### config.mk
export PLATFORM = sky130hd
export DESIGN_NAME = tkq_counter
export DESIGN_NICKNAME = d
export VERILOG_FILES = /design/src/rtl/tkq_pkg.sv /design/src/rtl/tkq_wrap_inc.sv /design/src/rtl/tkq_flags.sv /design/src/rtl/tkq_counter.sv
export SDC_FILE = /design/constraint.sdc
export NUM_CORES = 1
export LEC_CHECK = 0
export BUFFER_PORTS_ARGS = -buffer_cell sky130_fd_sc_hd__buf_4
export CAP_MARGIN = 20
export CORE_ASPECT_RATIO = 1.75
export CORE_MARGIN = 2
export CORE_UTILIZATION = 26
export CTS_CLUSTER_DIAMETER = 120
export DETAILED_ROUTE_END_ITERATION = 10
export SYNTH_ARGS = -nofsm -noshare
export SYNTH_HDL_FRONTEND = slang
export SYNTH_SLANG_ARGS = --single-unit
### constraint.sdc
create_clock -name clk -period 3.4 [get_ports clk]
set_input_delay 0.34 -clock clk [delete_from_list [all_inputs] [get_ports clk]]
set_output_delay 0.34 -clock clk [all_outputs]
set_load 0.01 [all_outputs]
### src/rtl/tkq_pkg.sv
package tkq_pkg;
    typedef enum logic {
        OP_ISSUE = 1'b0,
        OP_SERVE = 1'b1
    } tkq_op_e;
endpackage

### src/rtl/tkq_wrap_inc.sv
module tkq_wrap_inc #(
    parameter int W = 8
) (
    input  logic [W-1:0] cur,
    input  logic [W-1:0] lo,
    input  logic [W-1:0] hi,
    output logic [W-1:0] nxt
);
    localparam logic [W-1:0] ONE = {{(W-1){1'b0}}, 1'b1};

    // A pointer at or above the top of the window returns to its bottom.
    always_comb begin
        if (cur >= hi) nxt = lo;
        else           nxt = cur + ONE;
    end
endmodule

### src/rtl/tkq_flags.sv
module tkq_flags #(
    parameter int W = 8
) (
    input  logic [W:0]   cnt,
    input  logic [W-1:0] lo,
    input  logic [W-1:0] hi,
    output logic         empty,
    output logic         full
);
    localparam int CW = W + 1;
    localparam logic [CW-1:0] ONE = {{(CW-1){1'b0}}, 1'b1};

    logic [CW-1:0] capacity;

    always_comb begin
        capacity = {1'b0, hi} - {1'b0, lo} + ONE;
        empty    = (cnt == '0);
        full     = (cnt == capacity);
    end
endmodule

### src/rtl/tkq_counter.sv
module tkq_counter
    import tkq_pkg::*;
#(
    parameter int PTR_W = 8
) (
    input  logic             clk,
    input  logic             rst,
    input  logic             en,
    input  logic             mode,
    input  logic [PTR_W-1:0] lo_lim,
    input  logic [PTR_W-1:0] hi_lim,
    output logic [PTR_W-1:0] head,
    output logic [PTR_W-1:0] tail,
    output logic             empty,
    output logic             full
);
    localparam int CNT_W = PTR_W + 1;
    localparam logic [CNT_W-1:0] CNT_ONE = {{(CNT_W-1){1'b0}}, 1'b1};
    localparam logic [PTR_W-1:0] PTR_ONE = {{(PTR_W-1){1'b0}}, 1'b1};

    typedef struct packed {
        logic [PTR_W-1:0] head;
        logic [PTR_W-1:0] tail;
        logic [CNT_W-1:0] cnt;
    } tkq_state_t;

    tkq_state_t       st_d, st_q;
    logic [PTR_W-1:0] head_nx, tail_nx;
    logic             empty_w, full_w;
    tkq_op_e          op;

    tkq_wrap_inc #(.W(PTR_W)) u_head_inc (
        .cur(st_q.head), .lo(lo_lim), .hi(hi_lim), .nxt(head_nx)
    );
    tkq_wrap_inc #(.W(PTR_W)) u_tail_inc (
        .cur(st_q.tail), .lo(lo_lim), .hi(hi_lim), .nxt(tail_nx)
    );
    tkq_flags #(.W(PTR_W)) u_flags (
        .cnt(st_q.cnt), .lo(lo_lim), .hi(hi_lim), .empty(empty_w), .full(full_w)
    );

    always_comb begin
        st_d = st_q;
        op   = tkq_op_e'(mode);
        if (rst) begin
            st_d.head = lo_lim;
            st_d.tail = lo_lim;
            st_d.cnt  = '0;
        end else if (en) begin
            case (op)
                OP_ISSUE: if (!full_w) begin
                    st_d.tail = tail_nx;
                    st_d.cnt  = st_q.cnt + CNT_ONE;
                end
                OP_SERVE: if (!empty_w) begin
                    st_d.head = head_nx;
                    st_d.cnt  = st_q.cnt - CNT_ONE;
                end
                default: st_d = st_q;
            endcase
        end
    end

    always_ff @(posedge clk) begin
        st_q <= st_d;
    end

    assign head  = st_q.head;
    assign tail  = st_q.tail;
    assign empty = empty_w;
    assign full  = full_w;

    p_ptr_range_r2: assert property (@(posedge clk) disable iff (rst)
        (head >= lo_lim) && (head <= hi_lim) && (tail >= lo_lim) && (tail <= hi_lim));

    p_issue_step_r3: assert property (@(posedge clk) disable iff (rst)
        (en && !mode && !full) |=>
            (tail == (($past(tail) >= hi_lim) ? lo_lim : ($past(tail) + PTR_ONE)))
            && $stable(head) && !empty);

    p_serve_step_r4: assert property (@(posedge clk) disable iff (rst)
        (en && mode && !empty) |=>
            (head == (($past(head) >= hi_lim) ? lo_lim : ($past(head) + PTR_ONE)))
            && $stable(tail) && !full);

    p_flags_excl_r5: assert property (@(posedge clk) disable iff (rst)
        !(empty && full));

    p_no_overflow_r6: assert property (@(posedge clk) disable iff (rst)
        (en && !mode && full) |=> $stable(head) && $stable(tail) && full);

    p_no_underflow_r7: assert property (@(posedge clk) disable iff (rst)
        (en && mode && empty) |=> $stable(head) && $stable(tail) && empty);

    p_idle_hold_r8: assert property (@(posedge clk) disable iff (rst)
        !en |=> $stable(head) && $stable(tail) && $stable(empty) && $stable(full));
endmodule

# ---- Word level (Yosys, flattened, before mapping)
# Cells that the tools add are included.
dict set report word_totals {
  wordCells 34
  reg_bits 25
}
dict set report op_classes {
  reduce_logical 6
  n_eq_ne 6
  order_cmp 2
  bitwise_logic 1
  addsub 6
  mux 10
}
# operator count
set ops {}
lappend ops {{two-way mux 25 bit} 2}
lappend ops {{two-way mux 8 bit} 5}
lappend ops {{adder 9 x 1 -> 9 bit, second input constant} 2}
lappend ops {{one-hot mux 9 bit (2 select lines)} 1}
lappend ops {{two-way mux 17 bit} 1}
lappend ops {{adder 8 x 1 -> 8 bit, second input constant} 2}
lappend ops {{>= comparator 8 bit} 2}
lappend ops {{inequality test 2 bit, second input constant} 5}
lappend ops {{== test 9 bit} 1}
lappend ops {{zero test 9 bit} 1}
lappend ops {{two-way mux 9 bit} 1}
lappend ops {{AND reduction 3 bit} 3}
lappend ops {{subtractor 8 x 8 -> 9 bit} 1}
lappend ops {{subtractor 9 x 1 -> 9 bit, second input constant} 1}
lappend ops {{nonzero test 2 bit} 2}
lappend ops {{NOT 1 bit} 1}

# ---- Logic depth before layout (Yosys ltp)
dict set report logic_depth {
  word_depth 7
  mapped_depth 12
}

# ---- Modules after synthesis
# A second synthesis with hierarchy kept.
dict set report unflattened {
  cells_unflattened 295
  area_unflattened_um2 2758.9
}
# mod area_per_inst_um2 n_inst cells_per_inst
set by_module_without_submodules {}
lappend by_module_without_submodules {tkq_counter 1450.1 1 135}
lappend by_module_without_submodules {tkq_wrap_inc 404.1 2 49}
lappend by_module_without_submodules {tkq_flags 500.5 1 62}

# ---- Worst setup path before layout
# Ideal clock, no wire load.
dict set report synth_timing {
  kind {input -> register}
  startpoint {input hi_lim[1]}
  endpoint {register st_q, in the netlist tail[0], enable pin}
  arrival_time_ns 2.682
  cell_stages 11
  path_buffers 0
  path_slack_ns 0.436
  cell_sequence {inv_1 > ha_1 > inv_1 > ha_1 > fa_1 > xor2_1 > a2111oi_2 > and4bb_1 > nand4_2 > o21bai_1 > or2b_1}
}
dict set report synth_via {
  elab_chain_len 5
}
# item line
set synth_rtl {}
lappend synth_rtl {{start: declaration} tkq_counter.sv:11} ;# input logic [PTR_W-1:0] hi_lim,
lappend synth_rtl {{subtractor 8 x 8 -> 9 bit} tkq_flags.sv:16} ;# capacity = {1'b0, hi} - {1'b0, lo} + ONE;
lappend synth_rtl {{adder 9 x 1 -> 9 bit} tkq_flags.sv:16}
lappend synth_rtl {{== test 9 bit} tkq_flags.sv:18} ;# full = (cnt == capacity);
lappend synth_rtl {{inequality test 2 bit (no source line)} -}
lappend synth_rtl {{AND reduction 3 bit (no source line)} -}
lappend synth_rtl {{end signal: assignment} tkq_counter.sv:65} ;# st_q <= st_d;
lappend synth_rtl {{end: declaration} tkq_counter.sv:27} ;# tkq_state_t st_d, st_q;
# Every way passes these cells.
# A chain may end at the register's enable or synchronous reset.

# ---- Worst setup path in the final report
dict set report layout_timing {
  startpoint {input hi_lim[1]}
  endpoint {output full}
}
dict set report layout_via {
  elab_chain_len 3
}
# item line
set layout_rtl {}
lappend layout_rtl {{subtractor 8 x 8 -> 9 bit} tkq_flags.sv:16}
lappend layout_rtl {{adder 9 x 1 -> 9 bit} tkq_flags.sv:16}
lappend layout_rtl {{== test 9 bit} tkq_flags.sv:18}
lappend layout_rtl {{end: declaration} tkq_counter.sv:15} ;# output logic full
# Every way passes these cells.

==> results.json <==
{
  "setup_viol": 0,
  "critPathBufInv": 5,
  "numCtsBuffers": 3,
  "clock_latency_ns": 0.26,
  "grt_max_degree": 29,
  "crit_family": "adder cells",
  "pwr_density_cell_nw_per_um2": 457,
  "drive_gt1_share_pct": 17.0,
  "async_flop_share_pct": 0,
  "syn_area_per_cell_um2": 9.33,
  "p_sw_share_pct": 37.3,
  "skew_ns": 0.00191,
  "cts.repair.resized": 0,
  "via_per_inst": 4.96,
  "placementRows": 48,
  "finalMaxSlewViolations": 0,
  "synth.area.top_cells": "ha_1 19%, edfxtp_1 18%, dfxtp_1 6.8%",
  "hold_buffers": 0,
  "core_um2": 9850,
  "fp.dieArea_um2": 11000,
  "p_seq_share_pct": 33.5,
  "fillers": 1067,
  "drt_iter0_drc": 88,
  "avgRoutedWirePerCell_um": 16.1,
  "synth_edf_count": 16,
  "switching_power_mw": 0.516,
  "worstPathCellList": "buf_4, inv_1, ha_1, inv_1, ha_1, fa_1, xor2_1, a2111oi_2, and4bb_1, nand4_2, buf_4, nor2_1, buf_4",
  "slowest_delay_ns": 0.44,
  "dr.pass1.iters": 4,
  "fin_tns_setup_ns": 0,
  "slew_headroom_pct": 61.6,
  "layout.area.seq_um2": 661,
  "period_needed_ns": 3.14,
  "pwr-share-clk_pct": 19.2,
  "critPathKind": "in2out",
  "diodes": 0,
  "track_usage_pct": 13.5,
  "drv_cap": 0,
  "synth_flop_cell": "edfxtp_1",
  "cp-start-kind": "input pin",
  "die_h_um": 137,
  "multiInputGateArea_um2": 1760,
  "cp_max_fo": 3,
  "grt_pass1_vias": 2248,
  "nets": 369,
  "ant_nets": 0,
  "finalHoldWorstSlack_ns": 0.416,
  "combPwrFrac_pct": 47.3,
  "syn_area_um2": 2640,
  "cts_sinks": 25,
  "crit_path_end_kind": "output pin",
  "rsz0062_at_grt": "false",
  "worstMarginPinSlew_ns": 0.576,
  "outcome": "complete, no violations",
  "final-hold-violation-count": 0,
  "crit_top_cell": "buf_4",
  "vdd_drop_max_mv": 0.185,
  "clockRootBuffer": "clkbuf_16",
  "synth.ff_latch_count": 25,
  "max_freq_mhz": 319,
  "critical-path-slowest-cell": "fa_1",
  "yosys_warnings": 0,
  "ys_types": 47,
  "syn_to_final_growth_pct": 14.9,
  "p_leak_nw": 1.42,
  "cts.reportedPaths.clkPinSlew_ns": 0.06,
  "postCtsSetupRepairBufs": 0,
  "cts_max_path_buffers": 2,
  "gp_congestion": 0.794,
  "num_io_pins": 38,
  "wirelength_mm": 6.92,
  "yosysTopAreaCellShare_pct": 18.9,
  "grt_pass1_wl_mm": 11.2,
  "dp_hpwl_mm": 5.76,
  "worstPathRequired_ns": 3.06,
  "worstHoldPathType": "in2reg",
  "antenna_found_initial": 0,
  "postSynthCellCount": 283,
  "drc": 0,
  "worstPathArrival_ns": 2.80,
  "yosysTopAreaCell": "ha_1",
  "internal_power_mw": 0.870,
  "dieWidth_um": 80.2,
  "overflow": 0,
  "cts_tree": "yes",
  "ys_seq_area_share_pct": 25.0,
  "start_util_pct": 26.8,
  "fin_crit_sh_pct": 92.2,
  "port_buffers": 37,
  "synth_nets": 345,
  "htree_levels": 1,
  "via_count": 2137
}
==> final cells by class <==
class | instances | share of cell area, %
clock inverter | 1 | 0.165
sequential | 25 | 21.8
timing repair buffer | 39 | 9.65
clock buffer | 3 | 2.47
inverter | 24 | 2.97
multi-input combinational | 214 | 57.8
tap | 125 | 5.15
==> power by group through the flow <==
stage | Clock [mW] | Combinational [mW] | Sequential (mW)
floorplan | 0 | 0.517 | 0.443
global placement | 0 | 0.647 | 0.472
detailed placement | 0 | 0.657 | 0.473
CTS | 0.273 | 0.660 | 0.467
global route | 0.283 | 0.737 | 0.477
finish | 0.266 | 0.655 | 0.465
==> worst reg2reg max path, cell delays in order, from the launching register on <==
cell and delay [ns]:
edfxtp_1 0.48, inv_1 0.16, ha_1 0.24, nand2b_1 0.13, a21oi_1 0.32, nor2b_1 0.10
o2111ai_1 0.19, a21oi_1 0.22, or3b_2 0.57, o22ai_1 0.16
==> sequential cells by signal, indices dropped and copies added (netlist names) <==
signal	flops
tail	8
head	8
st_q	9
==> cell families (layout without fill, tap and decap cells) <==
| kind of cell | count (synthesis) | after routing | share of synthesized area [%] |
|---|---|---|---|
| AND/OR/NAND/NOR | 72 | 72 | 14.5 |
| AO/OA/AOI/OAI | 60 | 60 | 16.9 |
| buffers and inverters | 44 | 67 | 8.53 |
| adder cells (fa/ha/maj) | 42 | 42 | 20.5 |
| XOR/XNOR | 28 | 28 | 9.81 |
| flip-flops | 25 | 25 | 25.0 |
| multiplexers | 12 | 12 | 4.74 |
==> layer usage <==
layer | up-vias | track usage, % | routed length (um)
li1 | 1062 | - | -
met4 | 0 | 7.91 | 340
met3 | 12 | 0.393 | 135
met2 | 46 | 27.5 | 4010
met5 | - | 0 | 0
met1 | 1017 | 12.7 | 2440
==> cells in the mapped netlist (all sizes together), types with 8 or more instances <==
| cell type | instances |
|---|---|
| a21oi | 10 |
| buf | 16 |
| dfxtp | 9 |
| edfxtp | 16 |
| ha | 40 |
| inv | 24 |
| mux2i | 8 |
| nand3 | 12 |
| nor2 | 23 |
| o21ai | 8 |
| o22ai | 10 |
| xnor2 | 15 |
| xor2 | 12 |
==> per-stage QoR <==
stage | utilization (%) | instance area, um^2 | setup WS (ns) | power [mW] | std cells
2_1_floorplan | - | 2640 | 0.436 | 0.960 | 283
3_3_place_gp | 30.0 | 2960 | 0.230 | 1.12 | 427
3_5_place_dp | 30.0 | 2960 | 0.166 | 1.13 | 427
4_1_cts | 30.8 | 3040 | 0.223 | 1.40 | 431
5_1_grt | 30.8 | 3040 | 0.0646 | 1.50 | 431
6_report | 30.8 | 3040 | 0.264 | 1.39 | 431
==> final timing paths <==
check / depth (start not counted) / slack (ns) / to / from
hold / removal: 2 / 0.42 / head[6] / lo_lim[6]
setup / recovery: 13 / 0.26 / full / hi_lim[1]
hold reg to reg: 2 / 0.58 / st_q[5] / st_q[5]
setup reg to reg: 9 / 0.69 / head[3] / head[0]
==> cell usage in the layout, fill, tap and decap left out, types with 4 or more instances in the layout <==
master and n:
mux2i_1 8, and3_1 7, o21a_1 4, a21oi_1 10, nand2_1 4, nor2_1 23
edfxtp_1 16, inv_1 24, mux2_2 4, nor3_1 5, xnor2_1 15, nor2b_1 6
nand2b_1 5, ha_1 40, a21o_1 7, buf_4 39, dfxtp_1 9, a221o_1 4
o21ai_0 7, nand3_1 12, o22ai_1 10, xor2_1 12
No activity file was read; power rests on OpenSTA's default activity.
